[src/rtl/vctl_pkg.sv]
package vctl_pkg;
    localparam int NREG      = 64;
    localparam int DW        = 8;
    localparam int KEEP_FROM = 58;
    localparam int NT_REG    = 2;
    localparam int SCAN_REG  = 50;
    localparam int SCAN_BIT  = 2;

    function automatic logic [DW-1:0] pon_value(input int idx);
        case (idx)
            1:       return 8'h40;
            7:       return 8'hF0;
            default: return '0;
        endcase
    endfunction
endpackage

[src/rtl/vctl_idx_gate.sv]
module vctl_idx_gate #(
    parameter int NREG      = vctl_pkg::NREG,
    parameter int LOCK_SPAN = 8,
    localparam int IW       = $clog2(NREG),
    localparam int LW       = $clog2(LOCK_SPAN)
) (
    input  logic          clk,
    input  logic          rst_n,
    input  logic          wr_en_i,
    input  logic [IW-1:0] wr_idx_i,
    input  logic          locked_i,
    input  logic          col80_i,
    output logic          hit_o,
    output logic [IW-1:0] tgt_o
);
    logic [IW-1:0] masked;
    logic          above_span;

    generate
        if (NREG > LOCK_SPAN) begin : g_wide
            assign masked     = {{(IW-LW){1'b0}}, wr_idx_i[LW-1:0]};
            assign above_span = (wr_idx_i >= IW'(LOCK_SPAN));
        end else begin : g_narrow
            assign masked     = wr_idx_i;
            assign above_span = 1'b0;
        end
    endgenerate

    always_comb begin
        hit_o = wr_en_i;
        tgt_o = wr_idx_i;
        if (locked_i) begin
            if (col80_i) begin
                if (above_span) hit_o = 1'b0;
            end else begin
                tgt_o = masked;
            end
        end
    end

    assert_locked_wrap_R2: assert property (@(posedge clk) disable iff (!rst_n)
        (wr_en_i && locked_i && !col80_i) |-> (hit_o && tgt_o < IW'(LOCK_SPAN)));
    assert_col80_drop_R3: assert property (@(posedge clk) disable iff (!rst_n)
        (locked_i && col80_i && wr_idx_i >= IW'(LOCK_SPAN)) |-> !hit_o);
endmodule

[src/rtl/vctl_bank.sv]
module vctl_bank #(
    parameter int NREG      = vctl_pkg::NREG,
    parameter int DW        = vctl_pkg::DW,
    parameter int KEEP_FROM = vctl_pkg::KEEP_FROM,
    localparam int IW       = $clog2(NREG)
) (
    input  logic                    clk,
    input  logic                    rst_n,
    input  logic                    hit_i,
    input  logic [IW-1:0]           tgt_i,
    input  logic [DW-1:0]           data_i,
    input  logic                    restore_i,
    output logic [NREG-1:0][DW-1:0] regs_o
);
    typedef struct packed {
        logic [NREG-1:0][DW-1:0] regs;
    } bank_t;

    bank_t st_d, st_q;

    function automatic bank_t pon_bank();
        bank_t b;
        for (int i = 0; i < NREG; i++) b.regs[i] = vctl_pkg::pon_value(i);
        return b;
    endfunction

    always_comb begin
        st_d = st_q;
        if (restore_i) begin
            for (int i = 0; i < KEEP_FROM; i++) st_d.regs[i] = vctl_pkg::pon_value(i);
        end else if (hit_i) begin
            st_d.regs[tgt_i] = data_i;
        end
    end

    always_ff @(posedge clk or negedge rst_n) begin
        if (!rst_n) st_q <= pon_bank();
        else        st_q <= st_d;
    end

    assign regs_o = st_q.regs;

    assert_write_lands_R1: assert property (@(posedge clk) disable iff (!rst_n)
        (hit_i && !restore_i) |=> (st_q.regs[$past(tgt_i)] == $past(data_i)));
    assert_restore_pon_R4: assert property (@(posedge clk) disable iff (!rst_n)
        restore_i |=> (st_q.regs[1] == 8'h40 && st_q.regs[7] == 8'hF0));
    assert_restore_keeps_top_R4: assert property (@(posedge clk) disable iff (!rst_n)
        restore_i |=> (st_q.regs[NREG-1] == $past(st_q.regs[NREG-1])));
    assert_restore_wins_R5: assert property (@(posedge clk) disable iff (!rst_n)
        (restore_i && hit_i) |=> (st_q.regs[KEEP_FROM] == $past(st_q.regs[KEEP_FROM])));
    assert_idle_stable_R9: assert property (@(posedge clk) disable iff (!rst_n)
        (!hit_i && !restore_i) |=> $stable(st_q.regs));
endmodule

[src/rtl/vctl_view.sv]
module vctl_view #(
    parameter int NREG     = vctl_pkg::NREG,
    parameter int DW       = vctl_pkg::DW,
    parameter int NT_REG   = vctl_pkg::NT_REG,
    parameter int SCAN_REG = vctl_pkg::SCAN_REG,
    parameter int SCAN_BIT = vctl_pkg::SCAN_BIT
) (
    input  logic                    clk,
    input  logic                    rst_n,
    input  logic [NREG-1:0][DW-1:0] regs_i,
    input  logic                    locked_i,
    output logic [3:0]              nt_base_o,
    output logic                    scanline_en_o
);
    logic [3:0] nt_raw;

    assign nt_raw        = regs_i[NT_REG][3:0];
    assign nt_base_o     = locked_i ? {nt_raw[3:2], 2'b00} : nt_raw;
    assign scanline_en_o = regs_i[SCAN_REG][SCAN_BIT];

    assert_nt_align_R6: assert property (@(posedge clk) disable iff (!rst_n)
        locked_i |-> (nt_base_o[1:0] == 2'b00 && nt_base_o[3:2] == regs_i[NT_REG][3:2]));
endmodule

[src/rtl/vctl_wrfilt.sv]
module vctl_wrfilt (
    input  logic         clk,
    input  logic         rst_n,
    input  logic         wr_en_i,
    input  logic [5:0]   wr_idx_i,
    input  logic [7:0]   wr_data_i,
    input  logic         locked_i,
    input  logic         col80_i,
    input  logic         restore_i,
    output logic [511:0] regs_o,
    output logic [3:0]   nt_base_o,
    output logic         scanline_en_o
);
    localparam int NREG = vctl_pkg::NREG;
    localparam int DW   = vctl_pkg::DW;
    localparam int IW   = $clog2(NREG);

    logic                    hit;
    logic [IW-1:0]           tgt;
    logic [NREG-1:0][DW-1:0] bank;

    vctl_idx_gate #(.NREG(NREG), .LOCK_SPAN(8)) u_gate (
        .clk(clk), .rst_n(rst_n), .wr_en_i(wr_en_i), .wr_idx_i(wr_idx_i),
        .locked_i(locked_i), .col80_i(col80_i), .hit_o(hit), .tgt_o(tgt)
    );

    vctl_bank #(.NREG(NREG), .DW(DW), .KEEP_FROM(vctl_pkg::KEEP_FROM)) u_bank (
        .clk(clk), .rst_n(rst_n), .hit_i(hit), .tgt_i(tgt), .data_i(wr_data_i),
        .restore_i(restore_i), .regs_o(bank)
    );

    vctl_view #(.NREG(NREG), .DW(DW)) u_view (
        .clk(clk), .rst_n(rst_n), .regs_i(bank), .locked_i(locked_i),
        .nt_base_o(nt_base_o), .scanline_en_o(scanline_en_o)
    );

    assign regs_o = bank;
endmodule

[config.mk]
export PLATFORM = sky130hd
export DESIGN_NAME = vctl_wrfilt
export DESIGN_NICKNAME = d
export VERILOG_FILES = /design/src/rtl/vctl_pkg.sv /design/src/rtl/vctl_idx_gate.sv /design/src/rtl/vctl_bank.sv /design/src/rtl/vctl_view.sv /design/src/rtl/vctl_wrfilt.sv
export SDC_FILE = /design/constraint.sdc
export NUM_CORES = 1
export LEC_CHECK = 0
export BUFFER_PORTS_ARGS = -buffer_cell sky130_fd_sc_hd__buf_2
export CORE_MARGIN = 2
export CORE_UTILIZATION = 49
export DETAILED_ROUTE_END_ITERATION = 8
export PLACE_DENSITY = 0.77
export REMOVE_ABC_BUFFERS = 1
export SLEW_MARGIN = 15
export SYNTH_ARGS = -nofsm -noshare
export SYNTH_HDL_FRONTEND = slang
export SYNTH_SLANG_ARGS = --single-unit
[constraint.sdc]
create_clock -name clk -period 0.8 [get_ports clk]
set_clock_uncertainty 0.1 [all_clocks]
set_input_delay 0.12 -clock clk [delete_from_list [all_inputs] [get_ports clk]]
set_output_delay 0.12 -clock clk [all_outputs]
set_load 0.02 [all_outputs]
Word level (Yosys, flattened, before mapping)
Cells that the tools add are included.
Operators by class
  add/subtract/negate cells: 0
  multipliers: 0
  div/mod/pow operators: 0
  magnitude comparators: 3
  eq/ne operators: 0
  shifts and indexed selects: 0
  muxes and demuxes: 11
  bitwise gates (word level): 1
  reductions and logical operators: 3
Operators by type and width (number)
  464-bit 2-to-1 mux: 2
  512-bit bitwise mux: 1
  8-bit demux with 6-bit select: 1
  6-bit 2-to-1 mux: 2
  8-bit 2-to-1 mux: 1
  6-bit by 7-bit < comparator with 1-bit output (second input constant): 1
  6-bit by 1-bit >= comparator with 1-bit output (second input constant): 1
  6-bit by 4-bit >= comparator with 1-bit output (second input constant): 1
  1-bit 2-to-1 mux: 3
  2-bit 2-to-1 mux: 1
  2-bit AND reduction: 1
  2-bit nonzero test: 1
  1-bit logical AND: 1
  1-bit NOT: 1
Storage, ports and cells
  bits in registers: 512
  latch bits: 0
  bits in writable memories: 0
  bits in read-only memories: 0
  input bits: 20
  logic and storage cells: 82
  memories: 0

Logic depth before layout (Yosys ltp)
  depth after elaboration: 9
  mapped depth: 6
  depth with buffers taken out: 3

Hierarchy
Synthesis repeated with hierarchy kept, for this count alone.
Second synthesis, totals
  cells, all modules: 1748
  area, all modules: 22532.9 um2
By module, submodules not included
  vctl_bank: times used 1, cells each 1734, area each 22434.0 um2
  vctl_idx_gate: times used 1, cells each 9, area each 63.8 um2
  vctl_view: times used 1, cells each 5, area each 35.0 um2

Worst setup path after synthesis
Ideal clock, no wire load.
  kind: in2reg
  from: input port restore_i
  to: register u_bank.st_q (netlist bit u_bank.regs_o[464])
  setup time: 125 ps
  arrival: 1534 ps
  path slack: -959 ps
  cell stages on the path: 4
  cell sequence: buf_2 > nand4b_4 > nor4b_4 > mux2_4
On the way
  cells in the longest elaborated chain, start to end: 2
Ends and longest elaborated chain
  start, declared: RTL line vctl_wrfilt.sv:9  | input logic restore_i,
  1-bit NOT (no line)
  2-bit AND reduction (no line)
  end signal, assigned: RTL line vctl_bank.sv:37  | if (!rst_n) st_q <= pon_bank();
  end signal, assigned: RTL line vctl_bank.sv:38  | else st_q <= st_d;
  end, declared: RTL line vctl_bank.sv:19  | bank_t st_d, st_q;
Every way passes these cells.
A chain may end at the register's enable or synchronous reset.

Worst setup path in the final report
  from: register u_bank.st_q (netlist bit u_bank.regs_o[16])
  to: output port nt_base_o[0]
On the way
  cells in the longest elaborated chain, start to end: 1
Ends and longest elaborated chain
  2-bit 2-to-1 mux: RTL line vctl_view.sv:18  | assign nt_base_o = locked_i ? {nt_raw[3:2], 2'b00} : nt_raw;
  end, declared: RTL line vctl_wrfilt.sv:11  | output logic [3:0] nt_base_o,
Every way passes these cells.

==> summary.md <==
| Metric | Value |
|---|---|
| GR Util met2 | 59.95% |
| Critical Path End Type | output pin |
| Ys flop type | dfrtp_1 |
| Slew Limit Fails | 0 |
| Post-Synth Adder-Cell Area | 0% |
| Ys async rst share | 100.0% |
| Post-synthesis mux area share | 23.40% |
| CP Max Fanout | 2 |
| Initial antenna violation count | 1 |
| Drt drc | 0 |
| Slew HR | 66.35% |
| Launch point of the worst reg-to-reg path | u_bank.regs_o[361] |
| Total CTS buffers | 52 |
| Max Cap Viol | 0 |
| Largest net degree at the start of global routing | 92 |
| Reg2reg end | u_bank.regs_o[361] |
| Compound-Gate Fraction of Synth Area | 0.3312% |
| Routing usage on met1 | 43.10% |
| Netlist cell types | 32 |
| Commonest non-fill, non-tap cells in the layout | buf_6 (576), dfrtp_1 (505), mux2i_1 (464), nand2b_1 (456), buf_4 (375) |
| GP Congestion | 0.8464 |
| Pre-CTS setup slack | -930.3 ps |
| Status | complete, but fails checks |
| CTS tree | done |
| Yosys top cell by area | dfrtp_1 |
| Dominant cells by area after synthesis | dfrtp_1 (57%), mux2i_1 (21%), nand2b_1 (13%) |
| GRT busiest layer | met2 |
| Wire per inst | 28.23 um |
| Clk sinks | 512 |
| Hold WS | -516.1 ps |
| Synth-to-Final Area Change | 60.90% |
| Hold/Removal Path Class | input pin to async pin |
| Largest family of logic cells by synthesized area | multiplexers |
| Die area | 47,210 sq um |
| Number of global-route vias before repair | 20,320 |
| Critical path class | flop to output pin |
| Fill cell count | 2,179 |
| R2r worst-path depth | 3 |
| GRT Residual Overflow | 0 |
| Unrepaired setup endpoints after global routing | true |
| I/O Buffers | 536 |
| IO Pins | 537 |
| Post-route minimum period | 1552 ps |
| Failing checks | negative hold slack, negative setup slack |
| Fmax | 644.3 MHz |
| Height of the chip | 217.3 um |
| Worst EP required | 580 ps |
| DRT iter0 DRCs | 1,774 |
| Share of layout cells above drive strength 1 | 45.33% |
| Htree depth | 2 |
| DR pass1 iterations | 5 |
| Maximum vdd drop | 1.840 mV |
| Post-synth EDFFs | 0 |
| Static Leak | 20.12 nW |
| Setup Viol. Count Final | 1,029 |
| Initial Util | 49.43% |
| Post-Route WL | 94,230 um |
| Via density | 5.826 |
| WP data arrival | 1330 ps |
| Gate count of the mapped netlist | 1,734 |
| Worst-Skew Late Latency | 580 ps |
| P per Cell Area | 1560 nW/um^2 |
| CP Launch Type | flop |
| Antenna Cells | 0 |
| Worst reg2reg setup slack | -480 ps |
| Clk root buf | clkbuf_16 |
| Row count | 78 |
| Max reg flops | 512 |
| Hold Violations, Final | 513 |
| GRT Resource Usage Total | 36.23% |
| Via Count | 19,450 |
| Clk slew on worst S/H paths | 70 ps |
| Worst slew pin tran | 490.6 ps |
| DIE WIDTH | 217.3 um |
| Core Footprint | 45,090 sq um |
| Sequential-to-total area share from yosys stat | 57.51% |
| Clk buf depth | 3 |
| Remaining antenna violation count | 0 |
| Worst Slack Setup Final | -752.2 ps |
| Number of nets in the layout | 2,723 |
| Mean Syn Cell Area | 12.85 sq um |
| Top-area cell type share of the netlist area | 56.92% |
| Power, Total | 55.93 mW |
| First-pass GRT wire length | 128,500 um |
| HPWL Detailed | 46,260 um |
| Global Route met3 Usage | 8.539% |
| Post-route clock period utilization | 194.0% |
| Simple-Gate Fraction of Synth Area | 16.24% |
| Post-Synth XOR/XNOR Area | 0% |
| Post-Syn Area | 22,290 sq um |
| Final core utilization | 79.54% |
| #FFs+latches synth | 512 |
| Synth warn | 0 |
| Commonest non-fill, non-tap cell in the layout | buf_6 |
-- metal layers --
layer	vias up	wire, um
li1	7729	-
met1	9981	33800
met2	1271	45630
met3	464	7584
met4	2	7203
met5	-	10
-- per-stage QoR --
stage	hold WS (ps)	instances	TNS, ps	area (sq um)
after floorplan	-275.6	1594	-560230	21730
after detailed placement	-138.1	2895	-399340	27190
after global placement	-135.6	2895	-383280	27190
after global routing	-509.1	3338	-394370	35860
after CTS	-145.8	3163	-560540	34500
final	-516.1	3338	-372810	35860
-- report_power, final --
group	internal [mW]	total [mW]	switching, mW
clock	13.7	24.7	11.0
sequential	26.1	26.3	0.193
combinational	2.20	4.99	2.79
total	42.0	55.9	13.9
-- cell families after synthesis --
family / count (synthesis)
AO/OA/AOI/OAI: 9
buffers and inverters: 141
flip-flops: 512
multiplexers: 512
AND/OR/NAND/NOR: 560
-- how the worst max path moves through the flow --
stage / startpoint / end / slack (ps)
floorplan: wr_en_i / u_bank.regs_o[264] / -1860
global placement: wr_idx_i[1] / u_bank.regs_o[77] / -900
detailed placement: wr_idx_i[1] / u_bank.regs_o[79] / -930
CTS: u_bank.regs_o[16] / nt_base_o[0] / -740
global route: u_bank.regs_o[16] / nt_base_o[0] / -760
finish: u_bank.regs_o[16] / nt_base_o[0] / -750
-- worst max-delay path: stages (launching register included) --
cell	delay (ps)
dfrtp_1	400
nor2b_4	200
buf_6	140
-- Yosys cell counts, types with 3 or more instances --
master,instances
dfrtp_1,507
nand2b_1,467
mux2i_1,464
clkbuf_1,113
mux2_2,40
nand3_1,35
nor2_1,12
buf_1,11
buf_2,10
mux2_4,8
nand3b_1,8
nor2b_1,7
o21ai_2,7
nor4b_4,6
and3b_1,5
buf_4,5
dfstp_2,5
nand3_2,5
and3_1,3
-- repair_timing --
| item | 4_1_cts | 5_1_grt |
|---|---|---|
| setup buffers | 160 | 173 |
| pin swaps | 21 | 1 |
| resized for setup | 1231 | 3 |
| hold endpoints to repair | 567 | 524 |
| hold buffers | 8 | 4 |
| cloned | 13 | 0 |
| endpoints found under the setup margin | 1024 | 1541 |
-- layout make-up --
| class | instances | area (sq um) | share of cell area [%] |
|---|---|---|---|
| Timing Repair Buffer | 1055 | 11240 | 31.33 |
| Multi-Input combinational cell | 1081 | 9409 | 26.24 |
| Inverter | 1 | 3.754 | 0.01047 |
| Clock buffer | 76 | 1513 | 4.218 |
| Tap cell | 600 | 750.7 | 2.093 |
| Sequential cell | 512 | 12820 | 35.75 |
| Clock inverter | 13 | 130.1 | 0.3628 |
Note: power is estimated with default switching activity, not from simulation.
